## src/rtl/baser_dec_pkg.sv

```systemverilog
package baser_dec_pkg;
  localparam int LANES = 8;
  localparam int LANE_W = 8;
  localparam int CODE_W = 7;
  localparam int DATA_W = LANES * LANE_W;

  localparam logic [1:0] SYNC_DATA = 2'b10;
  localparam logic [1:0] SYNC_CTRL = 2'b01;

  localparam logic [7:0] X_IDLE  = 8'h07;
  localparam logic [7:0] X_LPI   = 8'h06;
  localparam logic [7:0] X_START = 8'hFB;
  localparam logic [7:0] X_TERM  = 8'hFD;
  localparam logic [7:0] X_ERROR = 8'hFE;
  localparam logic [7:0] X_SEQ   = 8'h9C;
  localparam logic [7:0] X_SIG   = 8'h5C;

  typedef enum logic [3:0] {
    FMT_DATA, FMT_CTRL, FMT_OS4, FMT_S4, FMT_OSS,
    FMT_OSOS, FMT_S0, FMT_OS0, FMT_TERM, FMT_BAD
  } blk_fmt_e;

  typedef enum logic [2:0] {
    SRC_BYTE, SRC_BYTE_NEXT, SRC_CODE, SRC_START,
    SRC_TERM, SRC_OS_LO, SRC_OS_HI, SRC_ERR
  } lane_src_e;

  function automatic logic [7:0] os_char(input logic [3:0] nib);
    case (nib)
      4'h0:    os_char = X_SEQ;
      4'hF:    os_char = X_SIG;
      default: os_char = X_ERROR;
    endcase
  endfunction

  // Which field feeds a given lane for a given block layout.
  function automatic lane_src_e lane_src(input blk_fmt_e fmt, input logic [2:0] k,
                                         input int lane);
    lane_src_e s;
    case (fmt)
      FMT_DATA: s = SRC_BYTE;
      FMT_CTRL: s = SRC_CODE;
      FMT_OS4:  s = (lane < 4) ? SRC_CODE : (lane == 4) ? SRC_OS_HI : SRC_BYTE;
      FMT_S4:   s = (lane < 4) ? SRC_CODE : (lane == 4) ? SRC_START : SRC_BYTE;
      FMT_OSS:  s = (lane == 0) ? SRC_OS_LO : (lane == 4) ? SRC_START : SRC_BYTE;
      FMT_OSOS: s = (lane == 0) ? SRC_OS_LO : (lane == 4) ? SRC_OS_HI : SRC_BYTE;
      FMT_S0:   s = (lane == 0) ? SRC_START : SRC_BYTE;
      FMT_OS0:  s = (lane == 0) ? SRC_OS_LO : (lane < 4) ? SRC_BYTE : SRC_CODE;
      FMT_TERM: s = (lane < int'(k)) ? SRC_BYTE_NEXT :
                    (lane == int'(k)) ? SRC_TERM : SRC_CODE;
      default:  s = SRC_ERR;
    endcase
    return s;
  endfunction
endpackage

```

## src/rtl/baser_code_xlat.sv

```systemverilog
module baser_code_xlat
  import baser_dec_pkg::*;
(
  input  logic [CODE_W-1:0] code,
  output logic [LANE_W-1:0] xchar
);
  always_comb begin
    case (code)
      7'h00:   xchar = X_IDLE;
      7'h06:   xchar = X_LPI;
      7'h1E:   xchar = X_ERROR;
      7'h2D:   xchar = 8'h1C;
      7'h33:   xchar = 8'h3C;
      7'h4B:   xchar = 8'h7C;
      7'h55:   xchar = 8'hBC;
      7'h66:   xchar = 8'hDC;
      7'h78:   xchar = 8'hF7;
      default: xchar = X_ERROR;
    endcase
  end
endmodule

```

## src/rtl/baser_blk_classify.sv

```systemverilog
module baser_blk_classify
  import baser_dec_pkg::*;
(
  input  logic [1:0] hdr,
  input  logic [7:0] btype,
  output blk_fmt_e   fmt,
  output logic [2:0] term_k
);
  always_comb begin
    term_k = 3'd0;
    fmt    = FMT_BAD;
    if (hdr == SYNC_DATA) begin
      fmt = FMT_DATA;
    end else if (hdr == SYNC_CTRL) begin
      case (btype)
        8'h1E: fmt = FMT_CTRL;
        8'h2D: fmt = FMT_OS4;
        8'h33: fmt = FMT_S4;
        8'h66: fmt = FMT_OSS;
        8'h55: fmt = FMT_OSOS;
        8'h78: fmt = FMT_S0;
        8'h4B: fmt = FMT_OS0;
        8'h87: begin fmt = FMT_TERM; term_k = 3'd0; end
        8'h99: begin fmt = FMT_TERM; term_k = 3'd1; end
        8'hAA: begin fmt = FMT_TERM; term_k = 3'd2; end
        8'hB4: begin fmt = FMT_TERM; term_k = 3'd3; end
        8'hCC: begin fmt = FMT_TERM; term_k = 3'd4; end
        8'hD2: begin fmt = FMT_TERM; term_k = 3'd5; end
        8'hE1: begin fmt = FMT_TERM; term_k = 3'd6; end
        8'hFF: begin fmt = FMT_TERM; term_k = 3'd7; end
        default: fmt = FMT_BAD;
      endcase
    end
  end
endmodule

```

## src/rtl/baser_lane_build.sv

```systemverilog
module baser_lane_build
  import baser_dec_pkg::*;
(
  input  blk_fmt_e          fmt,
  input  logic [2:0]        term_k,
  input  logic [DATA_W-1:0] payload,
  output logic [DATA_W-1:0] lane_data,
  output logic [LANES-1:0]  lane_ctrl
);
  localparam int PAD_W = DATA_W + LANE_W;
  logic [PAD_W-1:0] padded;
  assign padded = {{LANE_W{1'b0}}, payload};

  for (genvar i = 0; i < LANES; i++) begin : g_lane
    localparam int CODE_LSB = LANE_W + CODE_W * i;
    logic [CODE_W-1:0] code_f;
    logic [LANE_W-1:0] code_x;
    lane_src_e         src;

    if (CODE_LSB + CODE_W <= DATA_W) begin : g_code
      assign code_f = payload[CODE_LSB +: CODE_W];
    end else begin : g_nocode
      assign code_f = {CODE_W{1'b1}};
    end

    baser_code_xlat u_xlat (.code(code_f), .xchar(code_x));

    always_comb begin
      src = lane_src(fmt, term_k, i);
      lane_ctrl[i] = !(src == SRC_BYTE || src == SRC_BYTE_NEXT);
      case (src)
        SRC_BYTE:      lane_data[LANE_W*i +: LANE_W] = padded[LANE_W*i +: LANE_W];
        SRC_BYTE_NEXT: lane_data[LANE_W*i +: LANE_W] = padded[LANE_W*(i+1) +: LANE_W];
        SRC_CODE:      lane_data[LANE_W*i +: LANE_W] = code_x;
        SRC_START:     lane_data[LANE_W*i +: LANE_W] = X_START;
        SRC_TERM:      lane_data[LANE_W*i +: LANE_W] = X_TERM;
        SRC_OS_LO:     lane_data[LANE_W*i +: LANE_W] = os_char(payload[35:32]);
        SRC_OS_HI:     lane_data[LANE_W*i +: LANE_W] = os_char(payload[39:36]);
        default:       lane_data[LANE_W*i +: LANE_W] = X_ERROR;
      endcase
    end
  end
endmodule

```

## src/rtl/baser_blk_decoder.sv

```systemverilog
module baser_blk_decoder
  import baser_dec_pkg::*;
(
  input  logic              clk,
  input  logic              rst,
  input  logic              in_valid,
  output logic              in_ready,
  input  logic [1:0]        in_hdr,
  input  logic [DATA_W-1:0] in_data,
  output logic              out_valid,
  input  logic              out_ready,
  output logic [DATA_W-1:0] out_data,
  output logic [LANES-1:0]  out_ctrl
);
  blk_fmt_e          fmt;
  logic [2:0]        term_k;
  logic [DATA_W-1:0] dec_data;
  logic [LANES-1:0]  dec_ctrl;
  logic              take;

  baser_blk_classify u_cls (
    .hdr(in_hdr), .btype(in_data[7:0]), .fmt(fmt), .term_k(term_k)
  );

  baser_lane_build u_build (
    .fmt(fmt), .term_k(term_k), .payload(in_data),
    .lane_data(dec_data), .lane_ctrl(dec_ctrl)
  );

  assign in_ready = !out_valid || out_ready;
  assign take     = in_valid && in_ready;

  always_ff @(posedge clk) begin
    if (rst) begin
      out_valid <= 1'b0;
    end else if (in_ready) begin
      out_valid <= in_valid;
    end
  end

  always_ff @(posedge clk) begin
    if (take) begin
      out_data <= dec_data;
      out_ctrl <= dec_ctrl;
    end
  end

  a_r1_empty_after_reset: assert property (@(posedge clk) disable iff (rst)
    $past(rst) |-> !out_valid);

  a_r2_hold_on_stall: assert property (@(posedge clk) disable iff (rst)
    (out_valid && !out_ready) |=> (out_valid && $stable(out_data) && $stable(out_ctrl)));

  a_r2_accept_shows: assert property (@(posedge clk) disable iff (rst)
    take |=> out_valid);

  a_r3_data_passes: assert property (@(posedge clk) disable iff (rst)
    (take && in_hdr == SYNC_DATA) |=> (out_ctrl == '0 && out_data == $past(in_data)));

  a_r11_bad_header: assert property (@(posedge clk) disable iff (rst)
    (take && (in_hdr == 2'b00 || in_hdr == 2'b11)) |=>
      (out_ctrl == '1 && out_data == {LANES{X_ERROR}}));
endmodule

```

## config.mk

```make
export PLATFORM = sky130hd
export DESIGN_NAME = baser_blk_decoder
export DESIGN_NICKNAME = d
export VERILOG_FILES = /design/src/rtl/baser_dec_pkg.sv /design/src/rtl/baser_code_xlat.sv /design/src/rtl/baser_blk_classify.sv /design/src/rtl/baser_lane_build.sv /design/src/rtl/baser_blk_decoder.sv
export SDC_FILE = /design/constraint.sdc
export NUM_CORES = 1
export LEC_CHECK = 0
export ABC_CLOCK_PERIOD_IN_PS = 5560
export BUFFER_PORTS_ARGS = -buffer_cell sky130_fd_sc_hd__buf_2
export CAP_MARGIN = 10
export CELL_PAD_IN_SITES_DETAIL_PLACEMENT = 1
export CELL_PAD_IN_SITES_GLOBAL_PLACEMENT = 2
export CORE_MARGIN = 3
export CORE_UTILIZATION = 30
export CTS_CLUSTER_DIAMETER = 40
export DETAILED_ROUTE_END_ITERATION = 10
export PLACE_DENSITY_LB_ADDON = 0.15
export SETUP_SLACK_MARGIN = 0.4
export SLEW_MARGIN = 30
export SYNTH_ARGS = -nofsm -noshare
export SYNTH_HDL_FRONTEND = slang
export SYNTH_SLANG_ARGS = --single-unit
```

## constraint.sdc

```tcl
create_clock -name clk -period 5.56 [get_ports clk]
set_clock_uncertainty 0.1 [all_clocks]
set_input_delay 1.668 -clock clk [delete_from_list [all_inputs] [get_ports clk]]
set_output_delay 1.668 -clock clk [all_outputs]
set_load 0.05 [all_outputs]
```

# Yosys cells after proc, flatten, opt, wreduce, memory -nomap -nowiden
# Cells that the tools add are included.
[classes] reduce_logical=48 mux=47 n_lt_le_gt_ge=7 n_eq_ne=138
[ops] op="$pmux W8 S8" count=8
[ops] op="$pmux W8 S7" count=8
[ops] op="$eq A7 B7 Y1 const B" count=32
[ops] op="$eq A7 B6 Y1 const B" count=16
[ops] op="$eq A3 B3 Y1 const B" count=24
[ops] op="$eq A8 B8 Y1 const B" count=8
[ops] op="$eq A7 B3 Y1 const B" count=8
[ops] op="$logic_not A7 Y1" count=8
[ops] op="$pmux W3 S3" count=6
[ops] op="$mux W3" count=17
[ops] op="$eq A3 B2 Y1 const B" count=16
[ops] op="$eq A8 B7 Y1 const B" count=4
[ops] op="$pmux W4 S8" count=1
[ops] op="$pmux W8 S2" count=2
[ops] op="$pmux W3 S5" count=2
[ops] op="$logic_not A3 Y1" count=9
[ops] op="$eq A3 B1 Y1 const B" count=8
[ops] op="$pmux W3 S7" count=1
[ops] op="$eq A4 B3 Y1 const B" count=4
[ops] op="$eq A8 B6 Y1 const B" count=2
[ops] op="$eq A3 B3 Y1 const A" count=4
[ops] op="$eq A4 B4 Y1 const B" count=3
[ops] op="$logic_not A4 Y1" count=3
[ops] op="$logic_not A1 Y1" count=9
[ops] op="other kinds (18)" count=37
[totals] regBits=73 wordCells=243 inputBits=70

# Depth between registers and ports, before layout
# Gate-level depths: netlist of the first run.
[depth] word_depth=11 mapped_depth=11 depth_no_buf=8

# Cells and area by module
# Synthesis of the first run repeated with hierarchy kept, for this count alone.
[unflattened] cells_unflattened=796 hier_area_um2=6962.9
[modules_own_cells] mod="baser_blk_decoder" instances=1 area_per_inst_um2=2217.1 cells_per_inst=77 seq_area_each_um2=2182.1
[modules_own_cells] mod="baser_lane_build" instances=1 area_per_inst_um2=2189.6 cells_per_inst=355 seq_area_each_um2=0.0
[modules_own_cells] mod="baser_code_xlat" instances=8 area_per_inst_um2=257.7 cells_per_inst=37 seq_area_each_um2=0.0
[modules_own_cells] mod="baser_blk_classify" instances=1 area_per_inst_um2=494.2 cells_per_inst=68 seq_area_each_um2=0.0

# Worst setup path before layout of the first run
# Ideal clock, no wire load.
[synth_path] path_kind="input port to flip-flop" start="input port out_ready" end="register out_ctrl[0] (enable)" t_required_ns=5.022 path_buffers=0 arrival_time_ns=3.897 stages=2 path_slack_ns=1.125 setup_time_ns=0.438 cell_sequence="nand2b_1 and2_1"
[synth_between] elab_chain_len=2
[synth_rtl] element="start: declaration" line="baser_blk_decoder.sv:11" source="input logic out_ready,"
[synth_rtl] element="$logic_or A1 B1 Y1" line="baser_blk_decoder.sv:30" source="assign in_ready = !out_valid || out_ready;"
[synth_rtl] element="$logic_and A1 B1 Y1" line="baser_blk_decoder.sv:31" source="assign take = in_valid && in_ready;"
[synth_rtl] element="named net take" line="baser_blk_decoder.sv:19" source="logic take;"
[synth_rtl] element="end signal: assignment" line="baser_blk_decoder.sv:44" source="out_ctrl <= dec_ctrl;"
[synth_rtl] element="end: declaration" line="baser_blk_decoder.sv:13" source="output logic [LANES-1:0] out_ctrl"
# The timed path passes the listed nets, and every way through them passes these cells.
# A chain may end at the register's enable or synchronous reset.

# Worst setup path in the final report of the first run
[layout_path] start="input port in_data[0]" end="register out_data[26] (data pin)"
[layout_between] elab_chain_len=10 elab_cells_between_ends=46 classes_between="order compare: 1; eq/ne: 30; mux: 10; reduce/logical: 5"
[layout_rtl] element="start: declaration" line="baser_blk_decoder.sv:9" source="input logic [DATA_W-1:0] in_data,"
[layout_rtl] element="$eq A8 B8 Y1" line="baser_blk_classify.sv:15" source="case (btype)"
[layout_rtl] element="$reduce_or A8 Y1 (no line) / $pmux W3 S7 (equally long branches)"
[layout_rtl] element="$pmux W4 S8 / $mux W3 (equally long branches)" line="baser_blk_classify.sv:15, baser_blk_classify.sv:14"
[layout_rtl] element="$mux W4 / $mux W3 (equally long branches)" line="baser_blk_classify.sv:14, baser_blk_classify.sv:12"
[layout_rtl] element="$mux W4 / $eq A3 B3 Y1 (equally long branches)" line="baser_blk_classify.sv:12, baser_dec_pkg.sv:50"
[layout_rtl] element="$eq A4 B3 Y1, or another cell as far along" line="baser_dec_pkg.sv:40" source="case (fmt)"
[layout_rtl] element="$reduce_or A5 Y1 (no line), or another cell as far along"
[layout_rtl] element="$pmux W3 S3 *" line="baser_dec_pkg.sv:40"
[layout_rtl] element="$eq A3 B3 Y1, or another cell as far along" line="baser_lane_build.sv:31" source="case (src)"
[layout_rtl] element="$pmux W8 S7 *" line="baser_lane_build.sv:31"
[layout_rtl] element="named net dec_data[26]" line="baser_blk_decoder.sv:17" source="logic [DATA_W-1:0] dec_data;"
[layout_rtl] element="end signal: assignment" line="baser_blk_decoder.sv:43" source="out_data <= dec_data;"
[layout_rtl] element="end: declaration" line="baser_blk_decoder.sv:12" source="output logic [DATA_W-1:0] out_data,"
# Mark *: on every way through the listed nets, which the timed path passes. The rest lies on a longest branch.

==> flow_summary.json, run 1 <==
{
  "rsz0062_at_grt": "false",
  "hold_depth": 2,
  "yosysSeqAreaShare": 0.357,
  "syn_area_um2": 6120,
  "placed_area_um2": 7050,
  "post-route-min-period_ps": 4720,
  "synth_top_cell_area_share": 0.353,
  "drtIter0Drc": 476,
  "die_area_um2": 22100,
  "ff2ff_path_depth": 3,
  "cellPowerDensity_nw_per_um2": 224,
  "cts.path.max_buffers": 2,
  "worstSetupPathType": "input port to flip-flop",
  "cts_tree": "yes",
  "yosysTopAreaCell": "edfxtp_1",
  "final_max_slew_viol_count": 0,
  "io_pins": 144,
  "crit_buf_inv": 2,
  "multi_input_area_um2": 3630,
  "nNetsFinal": 866,
  "utilization": 0.373,
  "synth_nets": 750,
  "end_kind": "flip-flop",
  "gp_congestion": 0.885,
  "cts_setup_buffers": 0,
  "firstDrtPassIters": 5,
  "cp_cell_sequence": "buf_2, nor4bb_1, o21ai_1, and3_1, a31oi_4, nor2_1, buf_4, or4_4, a221o_1",
  "die_h_um": 149,
  "synthArstFlopShare": 0,
  "crit_family": "simple AND/OR/NAND/NOR gates",
  "areaGrowthSynthToFinish_pct": 20.3,
  "fin_crit_sh": 0.850,
  "antenna_found_initial": 0,
  "io_buffers": 143,
  "crit_required_ps": 5560,
  "num_vias": 6390,
  "slowest_delay_ps": 570,
  "worst_pin_slew_ps": 903,
  "drtAntennaViolNets": 0,
  "ir_drop_mv": 0.127,
  "arrival_ps": 4720,
  "overflow": 0,
  "drive_above_1_share": 0.252,
  "slowest_stage": "nor4bb_1",
  "clock-sinks": 73,
  "start_kind": "input port",
  "grt_pass1_vias": 6550,
  "clkTransAtPathRegs_ps": 60,
  "final_common_cell": "buf_2",
  "coreArea_um2": 19700,
  "outcome": "complete, no violations",
  "drt-total-wl_mm": 24.2,
  "hold_viol": 0,
  "routed_via_density": 5.99,
  "mostFrequentLayoutCells": "143 x buf_2, 72 x edfxtp_1, 54 x nor2_1",
  "ctsResizeCount": 0,
  "die_w_um": 149,
  "regArea_um2": 2180,
  "start_util": 0.310,
  "grt_max_degree": 27,
  "synth_edf_count": 72,
  "yosys_warnings": 0,
  "synthFlopType": "edfxtp_1",
  "path_depth": 9,
  "max_cap_violations": 0,
  "ys_types": 86,
  "n_fill_cell": 2348,
  "cts_root_buf": "clkbuf_16",
  "hpwl_mm": 18.3,
  "ys_ff_latch": 73,
  "row_count": 51,
  "fin_area_um2": 7360,
  "setup_viol": 0,
  "timing.hold.ws_ps": 414,
  "cts_hold_buf": 0,
  "htree_num_levels": 3,
  "reg2reg_slack_ps": 3740,
  "grt_pass1_wl_mm": 38.0,
  "clk_latency_ps": 340,
  "final.setup.tns_ps": 0,
  "avgSynthCellArea_um2": 9.00,
  "p_leak_nw": 2.48,
  "post-route-drc-count": 0,
  "critPathMaxFanout": 17,
  "max_slew_margin": 0.382,
  "synth_area_leaders": "edfxtp_1 35%, nor2_1 3.3%, o211ai_1 3.3%",
  "cts_buffers": 9,
  "wl_per_cell_um": 22.7,
  "grt_usage": 0.216,
  "timing.fmax_mhz": 212,
  "hold_class": "flip-flop to flip-flop",
  "syn_inst": 680,
  "diodes": 0
}
==> path summary, 6_finish.rpt <==
path / startpoint / end
worst max-delay path: in_data[0] / out_data[26]$_DFFE_PP_
worst min-delay path: out_valid$_SDFFE_PP0N_ / out_valid$_SDFFE_PP0N_
worst max register to register: out_valid$_SDFFE_PP0N_ / out_data[60]$_DFFE_PP_
worst min register to register: out_valid$_SDFFE_PP0N_ / out_valid$_SDFFE_PP0N_
==> synth_stat cells (all sizes together), types with 6 or more instances <==
library cell  number
a2111o             6
a211o              7
a21o               8
a21oi             23
a221oi            15
a22oi             24
a31oi             15
and2               7
and3               8
buf               14
clkbuf            41
edfxtp            72
inv               15
nand2             47
nand2b            12
nand3             28
nand3b            10
nand4             23
nand4bb           10
nor2              55
nor2b             22
nor3              27
nor4bb            17
o211ai            27
o21ai             36
o31ai              7
or4                9
==> stage by stage <==
step	setup WS, ps	power (mW)	instances
finish	836	1.65	1066
global placement	639	1.02	1050
global route	681	1.71	1066
detailed placement	542	1.03	1050
CTS	915	1.66	1066
floorplan	1130	0.901	680
==> report_power, final <==
| part | leakage, nW | switching (mW) | internal (mW) |
|---|---|---|---|
| clock | 0.154 | 0.239 | 0.391 |
| combinational | 1.72 | 0.273 | 0.0995 |
| sequential | 0.611 | 0.00694 | 0.636 |
==> registers in the layout, summed over array words and instances, names as in the netlist <==
name       count
out_valid      1
out_ctrl       8
out_data      64
==> area by class of cell <==
type,count,area share
Clock buffer,10,0.0311
Clock inverter,6,0.0112
Inverter,15,0.00799
Multi-Input combinational cell,537,0.494
Sequential cell,73,0.296
Tap cell,265,0.0450
Timing Repair Buffer,160,0.115
==> kinds of logic (layout without fill, tap and decap cells) <==
| family | count (synthesis) | count (layout) | share of synthesized area |
|---|---|---|---|
| muxes | 4 | 4 | 0.00716 |
| and+or+nand+nor | 308 | 308 | 0.300 |
| xor gates and xnor gates | 4 | 4 | 0.00573 |
| buffers and inverters | 70 | 191 | 0.0495 |
| DFF | 73 | 73 | 0.357 |
| AOI/OAI and AO/OA | 221 | 221 | 0.281 |
==> routing by layer <==
layer	up-vias	track usage	routed length (um)
li1	2977	-	-
met1	3199	0.319	11700
met2	191	0.336	11000
met3	23	0.0292	1170
met4	0	0.0499	324
met5	-	0	0
==> worst reg2reg max path: stages, from the launching register on <==
cell	delay [ps]
dfxtp_1	310
nand2b_1	100
and2_2	510
buf_4	450
(Power assumes the default switching activity.)
==> run 2: changes to the inputs <==
--- a/config.mk
+++ b/config.mk
@@ -5,13 +5,14 @@
 export SDC_FILE = /design/constraint.sdc
 export NUM_CORES = 1
 export LEC_CHECK = 0
-export ABC_CLOCK_PERIOD_IN_PS = 5560
+export ABC_AREA = 1
+export ABC_CLOCK_PERIOD_IN_PS = 4300
 export BUFFER_PORTS_ARGS = -buffer_cell sky130_fd_sc_hd__buf_2
 export CAP_MARGIN = 10
 export CELL_PAD_IN_SITES_DETAIL_PLACEMENT = 1
 export CELL_PAD_IN_SITES_GLOBAL_PLACEMENT = 2
 export CORE_MARGIN = 3
-export CORE_UTILIZATION = 30
+export CORE_UTILIZATION = 27
 export CTS_CLUSTER_DIAMETER = 40
 export DETAILED_ROUTE_END_ITERATION = 10
 export PLACE_DENSITY_LB_ADDON = 0.15
==> constraint.sdc (replaced) <==
create_clock -name clk -period 4.3 [get_ports clk]
set_clock_uncertainty 0.1 [all_clocks]
set_input_delay 1.29 -clock clk [delete_from_list [all_inputs] [get_ports clk]]
set_output_delay 1.29 -clock clk [all_outputs]
set_load 0.05 [all_outputs]
==> run 2 against run 1 <==
Synthesized cell count increased by 32%. Utilization decreased by 3.4 points. Combinational power increased by 44%. Critical endpoint is now out_data[44]$_DFFE_PP_. Critical path depth increased by 4. Clock power increased by 21%. Sequential cell count unchanged. Global-route usage decreased by 1.2 points. Synthesized area decreased by 1.0%. Sequential power increased by 31%.
==> flow_summary.json, run 2 <==
{
  "max_cap_violations": 0,
  "regMostFlops": "out_data",
  "critPathMaxFanout": 16,
  "cts_buffers": 9,
  "timing.rr.end": "out_data[19]$_DFFE_PP_",
  "ir_drop_mv": 0.135,
  "rsz0062_at_grt": "false",
  "synth_top_cell_area_share": 0.357,
  "r2r_start": "out_valid$_SDFFE_PP0N_",
  "ys_types": 45,
  "grt_pass1_wl_mm": 38.7,
  "grt_usage": 0.203,
  "ctsResizeCount": 0,
  "hold_depth": 2,
  "grt_pass1_vias": 6994,
  "die_w_um": 156,
  "coreArea_um2": 22000,
  "p_total_mw": 2.15,
  "final_max_slew_viol_count": 0,
  "synth_nets": 965,
  "synth_edf_count": 72,
  "post-route-min-period_ps": 3530,
  "overflow": 0,
  "synthFlopType": "edfxtp_1",
  "final.setup.tns_ps": 0,
  "yosysMostFrequentCell": "nand2_1",
  "diodes": 0,
  "syn_area_um2": 6060,
  "worst_pin_slew_ps": 768,
  "io_buffers": 143,
  "yosys_warnings": 0,
  "max_slew_margin": 0.487,
  "cts_root_buf": "clkbuf_16",
  "drtAntennaViolNets": 0,
  "die_h_um": 156,
  "post-route-drc-count": 0,
  "antenna_found_initial": 1,
  "clock-sinks": 73,
  "hold_viol": 0,
  "synthArstFlopShare": 0,
  "firstDrtPassIters": 5,
  "clkTransAtPathRegs_ps": 70,
  "cellPowerDensity_nw_per_um2": 288,
  "drtIter0Drc": 370,
  "ys_ff_latch": 73,
  "drive_above_1_share": 0.212,
  "worstSetupPathType": "input port to flip-flop",
  "drt-total-wl_mm": 24.8,
  "hpwl_mm": 20.0,
  "yosysTopAreaCell": "edfxtp_1",
  "reg_top3": "out_data x64, out_ctrl x8, out_valid x1",
  "clk_latency_ps": 340,
  "row_count": 54,
  "areaGrowthSynthToFinish_pct": 23.0,
  "mostFrequentLayoutCells": "207 x nand2_1, 144 x nor2_1, 143 x buf_2",
  "syn_inst": 895,
  "num_vias": 6860,
  "timing.fmax_mhz": 283,
  "avgSynthCellArea_um2": 6.77,
  "io_pins": 144,
  "cts_setup_buffers": 0,
  "fin_crit_sh": 0.821,
  "dp.cells": 1316,
  "slowest_delay_ps": 410,
  "p_leak_nw": 3.22,
  "crit_top_cell": "nand2_1",
  "grt_max_degree": 35,
  "largest_register_ffs": 64,
  "outcome": "complete, no violations",
  "ff2ff_path_depth": 2,
  "reg2reg_slack_ps": 2560,
  "end_kind": "flip-flop",
  "whs_endpoint": "out_valid$_SDFFE_PP0N_",
  "cts.path.max_buffers": 2,
  "setup_viol": 0,
  "hold_start": "out_valid$_SDFFE_PP0N_",
  "arrival_ps": 3510,
  "start_util": 0.276,
  "die_area_um2": 24300,
  "final_common_cell": "nand2_1",
  "regArea_um2": 2180,
  "final_cells": 1332,
  "yosysSeqAreaShare": 0.360,
  "multi_input_area_um2": 3320,
  "htree_num_levels": 3,
  "cts_tree": "yes",
  "routed_via_density": 5.15,
  "n_fill_cell": 2826,
  "start_kind": "input port",
  "cts_hold_buf": 0,
  "wl_per_cell_um": 18.6,
  "synth_area_leaders": "edfxtp_1 36%, nand2_1 13%, nor2_1 8.9%",
  "gp_congestion": 0.860,
  "crit_required_ps": 4280,
  "hold_class": "flip-flop to flip-flop",
  "synth_commonest_cells": "207 x nand2_1, 144 x nor2_1, 112 x inv_1",
  "cp_cell_sequence": "buf_2, nand2_1, inv_1, nand2_1, nand2_1, nand2_1, nand3_1, nand2_1, nand3_2, nand3_2, inv_2, a21oi_1, nand3_1",
  "slowest_stage": "nand2_1",
  "nNetsFinal": 1117
}
## run 2: where the power goes
part	internal [mW]	total [mW]	leakage, nW	switching [mW]
clock network	0.402	0.765	0.131	0.363
logic	0.127	0.537	2.45	0.410
registers	0.832	0.845	0.632	0.0133
total	1.36	2.15	3.22	0.786
## run 2: logic make-up (layout without fill, tap and decap cells)
logic type,after synthesis,count (layout),synth area share
flops,73,73,0.360
buf+inv,144,301,0.0932
simple gates,553,553,0.418
compound gates,125,125,0.129
## run 2: worst max-delay path: cells and delay by family
| family | cells | cell delay (ps) |
|---|---|---|
| and+or+nand+nor | 9 | 1650 |
| AOI/OAI and AO/OA | 1 | 180 |
| buffers and inverters | 3 | 390 |
## run 2: final cells by class
cell class                      instances  area share
Clock buffer                            9      0.0302
Clock inverter                          7     0.00806
Inverter                              129      0.0650
Multi-Input combinational cell        678       0.446
Sequential cell                        73       0.293
Tap cell                              280      0.0470
Timing Repair Buffer                  156       0.111
## run 2: how the worst max path moves through the flow
| stage | start | to | slack [ps] |
|---|---|---|---|
| after floorplan | in_data[7] | out_data[15]$_DFFE_PP_ | 1180 |
| after CTS | in_data[6] | out_data[44]$_DFFE_PP_ | 750 |
| after global routing | in_data[6] | out_data[44]$_DFFE_PP_ | 540 |
| final | in_data[1] | out_data[44]$_DFFE_PP_ | 770 |
| after global placement | in_data[1] | out_data[54]$_DFFE_PP_ | 350 |
| after detailed placement | in_data[6] | out_data[44]$_DFFE_PP_ | 390 |
## run 2: routing by layer
metal	track usage	wire (um)	vias up
li1	-	-	3367
met1	0.275	11600	3307
met2	0.345	11900	157
met3	0.0236	872	27
met4	0.0555	436	2
met5	0	7	-
## run 2: metrics by stage
step	cell area (um2)	worst slack, ps	hold slack [ps]	utilization
2_1_floorplan	6070	1180	1010	-
4_1_cts	7450	754	435	0.339
5_1_grt	7450	536	460	0.339
6_report	7450	771	427	0.339
3_5_place_dp	7160	386	426	0.326
3_3_place_gp	7160	350	426	0.326
